`src/rtl/stk_push_pkg.sv`:
```
package stk_push_pkg;

    typedef enum logic [2:0] {
        PH_IDLE,
        PH_ADR_EVEN,
        PH_ADR_ODD,
        PH_WR1,
        PH_WR2,
        PH_DONE
    } phase_e;

    typedef struct packed {
        phase_e ph;
        logic   sel;
    } ctrl_st_t;

endpackage

```
`src/rtl/push_ctrl.sv`:
```
module push_ctrl
    import stk_push_pkg::*;
(
    input  logic clk,
    input  logic rst,
    input  logic start,
    input  logic sel_in,
    output logic sel_q,
    output logic xfer_en,
    output logic xfer_odd,
    output logic mdr_ld,
    output logic wr_en,
    output logic sp_dec,
    output logic done
);
    ctrl_st_t st_d, st_q;

    always_comb begin
        st_d     = st_q;
        xfer_en  = 1'b0;
        xfer_odd = 1'b0;
        mdr_ld   = 1'b0;
        wr_en    = 1'b0;
        sp_dec   = 1'b0;
        done     = 1'b0;
        case (st_q.ph)
            PH_IDLE: begin
                if (start) begin
                    st_d.ph  = PH_ADR_EVEN;
                    st_d.sel = sel_in;
                end
            end
            PH_ADR_EVEN: begin
                xfer_en = 1'b1;
                st_d.ph = PH_ADR_ODD;
            end
            PH_ADR_ODD: begin
                xfer_en  = 1'b1;
                xfer_odd = 1'b1;
                mdr_ld   = 1'b1;
                st_d.ph  = PH_WR1;
            end
            PH_WR1: begin
                wr_en   = 1'b1;
                st_d.ph = PH_WR2;
            end
            PH_WR2: begin
                wr_en   = 1'b1;
                sp_dec  = 1'b1;
                st_d.ph = PH_DONE;
            end
            PH_DONE: begin
                done    = 1'b1;
                st_d.ph = PH_IDLE;
            end
            default: st_d.ph = PH_IDLE;
        endcase
    end

    always_ff @(posedge clk) begin
        if (rst) begin
            st_q.ph  <= PH_IDLE;
            st_q.sel <= 1'b0;
        end else begin
            st_q <= st_d;
        end
    end

    assign sel_q = st_q.sel;

endmodule

```
`src/rtl/sp_reg.sv`:
```
module sp_reg #(
    parameter int AW = 16
) (
    input  logic          clk,
    input  logic          rst,
    input  logic          dec,
    input  logic [AW-1:0] base,
    output logic [AW-1:0] sp_q
);
    logic [AW-1:0] sp_d;

    // local decrement from the latched address copy, wraps naturally
    always_comb begin
        sp_d = sp_q;
        if (dec) sp_d = base - {{(AW-1){1'b0}}, 1'b1};
    end

    always_ff @(posedge clk) begin
        if (rst) sp_q <= '1;
        else     sp_q <= sp_d;
    end

endmodule

```
`src/rtl/lane_mux.sv`:
```
module lane_mux #(
    parameter int DW = 8,
    localparam int AW = 2 * DW
) (
    input  logic [AW-1:0] src,
    input  logic          odd,
    output logic [DW-1:0] lane
);
    for (genvar i = 0; i < DW; i++) begin : g_lane
        assign lane[i] = odd ? src[2*i+1] : src[2*i];
    end
endmodule

```
`src/rtl/lane_demux.sv`:
```
module lane_demux #(
    parameter int DW = 8,
    localparam int AW = 2 * DW
) (
    input  logic [DW-1:0] lane,
    input  logic          odd,
    input  logic          en,
    output logic [AW-1:0] wmask,
    output logic [AW-1:0] wval
);
    for (genvar i = 0; i < DW; i++) begin : g_lane
        assign wmask[2*i]   = en & ~odd;
        assign wmask[2*i+1] = en & odd;
        assign wval[2*i]    = lane[i];
        assign wval[2*i+1]  = lane[i];
    end
endmodule

```
`src/rtl/stk_push_seq.sv`:
```
module stk_push_seq #(
    parameter int DW = 8,
    localparam int AW = 2 * DW
) (
    input  logic          clk,
    input  logic          rst,
    input  logic          start,
    input  logic          sel_b,
    input  logic [DW-1:0] reg_a,
    input  logic [DW-1:0] reg_b,
    output logic [AW-1:0] mem_addr,
    output logic [DW-1:0] mem_wdata,
    output logic          mem_we,
    output logic          done,
    output logic [AW-1:0] sp
);
    typedef struct packed {
        logic [AW-1:0] mar;
        logic [DW-1:0] mdr;
    } dp_t;

    dp_t dp_d, dp_q;

    logic          sel_q, xfer_en, xfer_odd, mdr_ld, sp_dec;
    logic [DW-1:0] lane, bus;
    logic [AW-1:0] wmask, wval;

    push_ctrl u_ctrl (
        .clk     (clk),
        .rst     (rst),
        .start   (start),
        .sel_in  (sel_b),
        .sel_q   (sel_q),
        .xfer_en (xfer_en),
        .xfer_odd(xfer_odd),
        .mdr_ld  (mdr_ld),
        .wr_en   (mem_we),
        .sp_dec  (sp_dec),
        .done    (done)
    );

    sp_reg #(.AW(AW)) u_sp (
        .clk (clk),
        .rst (rst),
        .dec (sp_dec),
        .base(dp_q.mar),
        .sp_q(sp)
    );

    lane_mux #(.DW(DW)) u_mux (
        .src (sp),
        .odd (xfer_odd),
        .lane(lane)
    );

    lane_demux #(.DW(DW)) u_demux (
        .lane (lane),
        .odd  (xfer_odd),
        .en   (xfer_en),
        .wmask(wmask),
        .wval (wval)
    );

    assign bus = sel_q ? reg_b : reg_a;

    always_comb begin
        dp_d     = dp_q;
        dp_d.mar = (dp_q.mar & ~wmask) | (wval & wmask);
        if (mdr_ld) dp_d.mdr = bus;
    end

    always_ff @(posedge clk) begin
        if (rst) dp_q <= '0;
        else     dp_q <= dp_d;
    end

    assign mem_addr  = dp_q.mar;
    assign mem_wdata = dp_q.mdr;

endmodule

```
`config.mk`:
```
export PLATFORM = sky130hd
export DESIGN_NAME = stk_push_seq
export DESIGN_NICKNAME = d
export VERILOG_FILES = /design/src/rtl/stk_push_pkg.sv /design/src/rtl/push_ctrl.sv /design/src/rtl/sp_reg.sv /design/src/rtl/lane_mux.sv /design/src/rtl/lane_demux.sv /design/src/rtl/stk_push_seq.sv
export SDC_FILE = /design/constraint.sdc
export NUM_CORES = 1
export LEC_CHECK = 0
export BUFFER_PORTS_ARGS = -buffer_cell sky130_fd_sc_hd__buf_2
export CAP_MARGIN = 20
export CELL_PAD_IN_SITES_DETAIL_PLACEMENT = 0
export CELL_PAD_IN_SITES_GLOBAL_PLACEMENT = 1
export CORE_ASPECT_RATIO = 1.1
export CORE_UTILIZATION = 37
export DETAILED_ROUTE_END_ITERATION = 10
export GPL_TIMING_DRIVEN = 0
export PLACE_DENSITY_LB_ADDON = 0.1
export SLEW_MARGIN = 20
export SYNTH_ARGS = -nofsm -noshare
export SYNTH_HDL_FRONTEND = slang
export SYNTH_SLANG_ARGS = --single-unit
export TNS_END_PERCENT = 50
```
`constraint.sdc`:
```
create_clock -name clk -period 2.3 [get_ports clk]
set_input_delay 0 -clock clk [delete_from_list [all_inputs] [get_ports clk]]
set_output_delay 0 -clock clk [all_outputs]
set_load 0.02 [all_outputs]
```
# Yosys cells after proc, flatten, opt, wreduce, memory -nomap -nowiden

Cells that the tools add are included.

Add/subtract/negate cells: 1
Equal/unequal tests: 6
Mux-type cells: 16
Bitwise logic cells: 7
Reduce and logical (&&, ||, !) cells: 4

Operators with widths:

| cell                    | number |
|---|---|
| $and A16 B16 Y16        | 2 |
| $not A16 Y16            | 1 |
| $or A16 B16 Y16         | 1 |
| $sub A16 B1 Y16 const B | 1 |
| $pmux W3 S5             | 1 |
| $mux W1                 | 13 |
| $mux W8                 | 1 |
| $eq A3 B2 Y1 const B    | 2 |
| $eq A3 B3 Y1 const B    | 2 |
| $mux W4                 | 1 |
| $reduce_or A2 Y1        | 2 |
| $eq A3 B1 Y1 const B    | 1 |
| $logic_not A3 Y1        | 1 |
| $and A1 B1 Y1           | 2 |
| $ne A2 B2 Y1 const B    | 1 |
| $reduce_and A2 Y1       | 1 |
| $not A1 Y1              | 1 |

Flip-flop bits (word level): 44
Bits of input ports: 20
Output and inout bits: 42
Word-level logic and storage cells: 39

# Longest topological paths before layout

Depth after elaboration: 7
Mapped depth: 7
Mapped depth without buffers: 5

# By module

From an unflattened synthesis, not the netlist that was laid out.

Cells, all modules: 252
Area, all modules: 2,359.8 um^2

By module, submodules not included:

| module       | times used | cells an instance | area an instance (um^2) | sequential area each (um^2) |
|---|---|---|---|---|
| stk_push_seq | 1          | 85                | 915.9                   | 480.5 |
| sp_reg       | 1          | 103               | 840.8                   | 320.3 |
| lane_demux   | 1          | 32                | 241.5                   | 0.0 |
| push_ctrl    | 1          | 23                | 230.2                   | 80.1 |
| lane_mux     | 1          | 9                 | 131.4                   | 0.0 |

# Worst setup path before layout

Ideal clock, no wire load.

Kind: reg-to-reg
From: register with a tool-made name
To: register u_sp.sp_q[13]
Library setup time: 0.122 ns
Arrival: 1.674 ns
Required time: 2.178 ns
Path slack: 0.504 ns
Stages on the path, launching flop included: 6
Path buffers: 1
Period minus slack after synthesis: 1.796 ns
Cells stage by stage: dfxtp_1 buf_6 nor4_4 nand2_4 or4_1 o311a_1

RTL lines:

| element              | line         | source |
|---|---|---|
| to (signal assigned) | sp_reg.sv:20 | `else sp_q <= sp_d;` |
| to (decl)            | sp_reg.sv:8  | `output logic [AW-1:0] sp_q` |

==> impl_results.md <==
- Xor/xnor share of the synthesized area: 2.65%
- Syn_area_per_cell: roughly 8.8 um2
- Setup Skew: 0.00915 ns
- Crit-path max FO: 10
- Net Count, Synth: 246
- Power Density: between 700 and 800 nW/um2
- Unrepaired setup endpoints after global routing: false
- Endpoint type of the worst setup path: flop
- Fin Hold WS: 0.0209 ns
- Max-capacitance violation count: 0
- Reg2Reg Setup Slack: between 0.3 and 0.4 ns
- Final hold violation count: 0
- Remaining Overflow, GRT: 0
- Register area share after synthesis: about 44%
- # hold bufs at CTS: 1
- Max VDD drop: around 0.0004 V
- Slew HR: between 50 and 60%
- CTS Buf Count: 5
- Die Ht: between 70 and 80 um
- Synth Area in Adders: 0.631%
- TritonCTS Sinks: between 40 and 50
- DRC violation total after the first TritonRoute iteration: between 100 and 150
- Pleak: 1.03 nW
- CTS tree: done
- Initial antenna violation count: 0
- Crit path required time: approximately 2.5 ns
- Share of layout cells above drive strength 1: roughly 27%
- First-pass GRT wire length: 8630 um
- Cell variety after synth: between 40 and 50
- FP Rows: 27
- I/O pin count: 62
- Fillcell total: 491
- Most common flop cell mapped by yosys: dfxtp_1
- Slew Limit Fails: 0
- Worst-Skew Late Latency: 0.31 ns
- Hpwl dp: between 3000 and 4000 um
- Final net count: between 300 and 400
- Fmax: approximately 0.53 GHz
- Cts repair resizes: 0
- Die footprint: around 5700 um2
- Reg2reg path depth: 5
- Antenna Cells: 0
- Via count: 1830
- Via density: slightly above 5
- Pin count of the biggest net entering global routing: 16
- Minimum clock period: around 1.9 ns
- Multiplexer share of the synthesized area: under 10%
- Slew @ Worst Pin: 0.666 ns
- CP startpoint kind: flop
- Final period util: between 80 and 90%
- HP Class: input port to flop
- Synth Area in Simple Gates: roughly 25%
- Synthesized instance count: ~230
- Post-route setup TNS: 0 ns
- Core area: a little over 5000 um2
- Worst hold path depth: 3
- CTS root buf: clkbuf_8
- Post-synthesis compound-gate area fraction: a little over an eighth
- PortBufs: 60
- Initial Utilization: 39.1%
- Largest family of logic cells by synthesized area: simple AND/OR/NAND/NOR gates
- Pre-CTS WS: approximately 0.45 ns
- Synthesis Warnings: 0
- Number of synthesized flops with an enable pin: 0
- GRT Util Overall: about a fifth
- Clock buffer depth: 2
- Crit path DAT: between 2 and 2.5 ns
- Crit path kind: flop to flop
- Clk slew on worst S/H paths: ~0.090 ns
- # DRC: 0
- Total iterations of the first detailed-routing run: 4
- Outcome: finished, final reports clean
- Area of the mapped netlist: slightly below 2000 um2
- Die X: about 70 um
- Routed length per placed instance: 14.9 um
- Routed Antenna Nets: 0
- Placer Congestion: 0.781
- Async SR Flop Fraction: 0%
- Area growth from synthesis to layout: 25.2%
- Yosys reg bits: between 40 and 50
- Worst setup margin: 0.398 ns
- Vias in the first global route: roughly 1700
- Final Core Density: between 40% and 50%
- Final Cell Area: about 2500 um2
- H-tree levels: 2
- Total routed wirelength: about 5200 um
- Count of final setup violators: 0
- Placement-stage cell area: between 2000 and 2500 um2
- Postcts setup bufs: 0
[through the flow]
stage | std cells | power (mW)
after global placement | 343 | 1.34
after floorplan | 225 | 1.20
final | 352 | 1.95
after detailed placement | 343 | 1.34
after CTS | 352 | 1.97
after global routing | 352 | 2.05
[cells in the final DEF (no fill, tap or decap), drive strengths merged, types with 2 or more instances in the layout]
master,instances
nand2,29
nand2b,3
nor4,5
nor4b,4
o311a,2
xnor2,2
dfxtp,44
xor2,4
o21ai,2
nor3,12
a211oi,13
nand4b,2
nor2,29
buf,64
mux2i,17
inv,4
clkbuf,18
a21oi,10
nand3,2
nand4,3
o211ai,8
clkinv,2
nor3b,2
[synth_stat cells (all sizes together), types with 2 or more instances]
master | instances | area share [%]
dfxtp | 44 | 44
nand2 | 29 | 5.9
nor2 | 29 | 5.6
mux2i | 17 | 8.6
a211oi | 13 | 4.9
clkbuf | 13 | 2.5
nor3 | 12 | 3.0
a21oi | 10 | 2.5
o211ai | 8 | 3.0
nor4 | 5 | 3.1
buf | 4 | 1.4
inv | 4 | 0.76
nor4b | 4 | 1.8
xor2 | 4 | 1.8
nand2b | 3 | 0.95
nand4 | 3 | 0.95
nand3 | 2 | 0.50
nand4b | 2 | 0.88
nor3b | 2 | 0.76
o21ai | 2 | 0.50
o311a | 2 | 1.1
xnor2 | 2 | 0.88
[power breakdown]
group	switching, mW	total (mW)	internal, mW
Combinational	0.269	0.444	0.175
Clock	0.301	0.629	0.328
Sequential	0.0624	0.876	0.814
Total	0.632	1.95	1.32
[critical path, stage by stage (launching register included)]
cell and delay [ns]:
dfxtp_1 0.33, buf_6 0.13, nor4_4 0.60, nand2_4 0.13, or4_1 0.49, o311a_1 0.12
[cell type report]
class	count	area [um2]	area share, %
sequential	44	881	35.5
buffer	17	76.3	3.07
clock inverter	3	47.5	1.92
tap	58	72.6	2.92
clock buffer	5	68.8	2.77
multi-input combinational	160	1010	40.7
timing repair buffer	61	310	12.5
inverter	4	15.0	0.605
[per-layer routing]
| layer | track usage (%) | vias to the layer above | routed length (um) |
|---|---|---|---|
| met5 | 0 | - | 0 |
| met4 | 6.08 | 0 | 59 |
| met3 | 4.82 | 4 | 280 |
| met2 | 32.5 | 59 | 2450 |
| met1 | 25.1 | 828 | 2440 |
| li1 | - | 939 | - |
[cells by family (layout without fill, tap and decap cells)]
kind of cell / after synthesis / after routing
flip-flops: 44 / 44
XOR/XNOR: 6 / 6
multiplexers: 17 / 17
AND/OR/NAND/NOR: 97 / 97
adder cells (fa/ha/maj): 1 / 1
AO/OA/AOI/OAI: 39 / 39
buffers and inverters: 21 / 90
[path summary, 6_finish.rpt]
check,end,start
worst max-delay path,u_sp.sp_q[13],flop
worst min-delay path,mem_wdata[4],reg_a[4]
worst max register to register,u_sp.sp_q[13],flop
worst min register to register,flop,u_sp.sp_q[3]
Note: power is estimated with default switching activity, not from simulation.
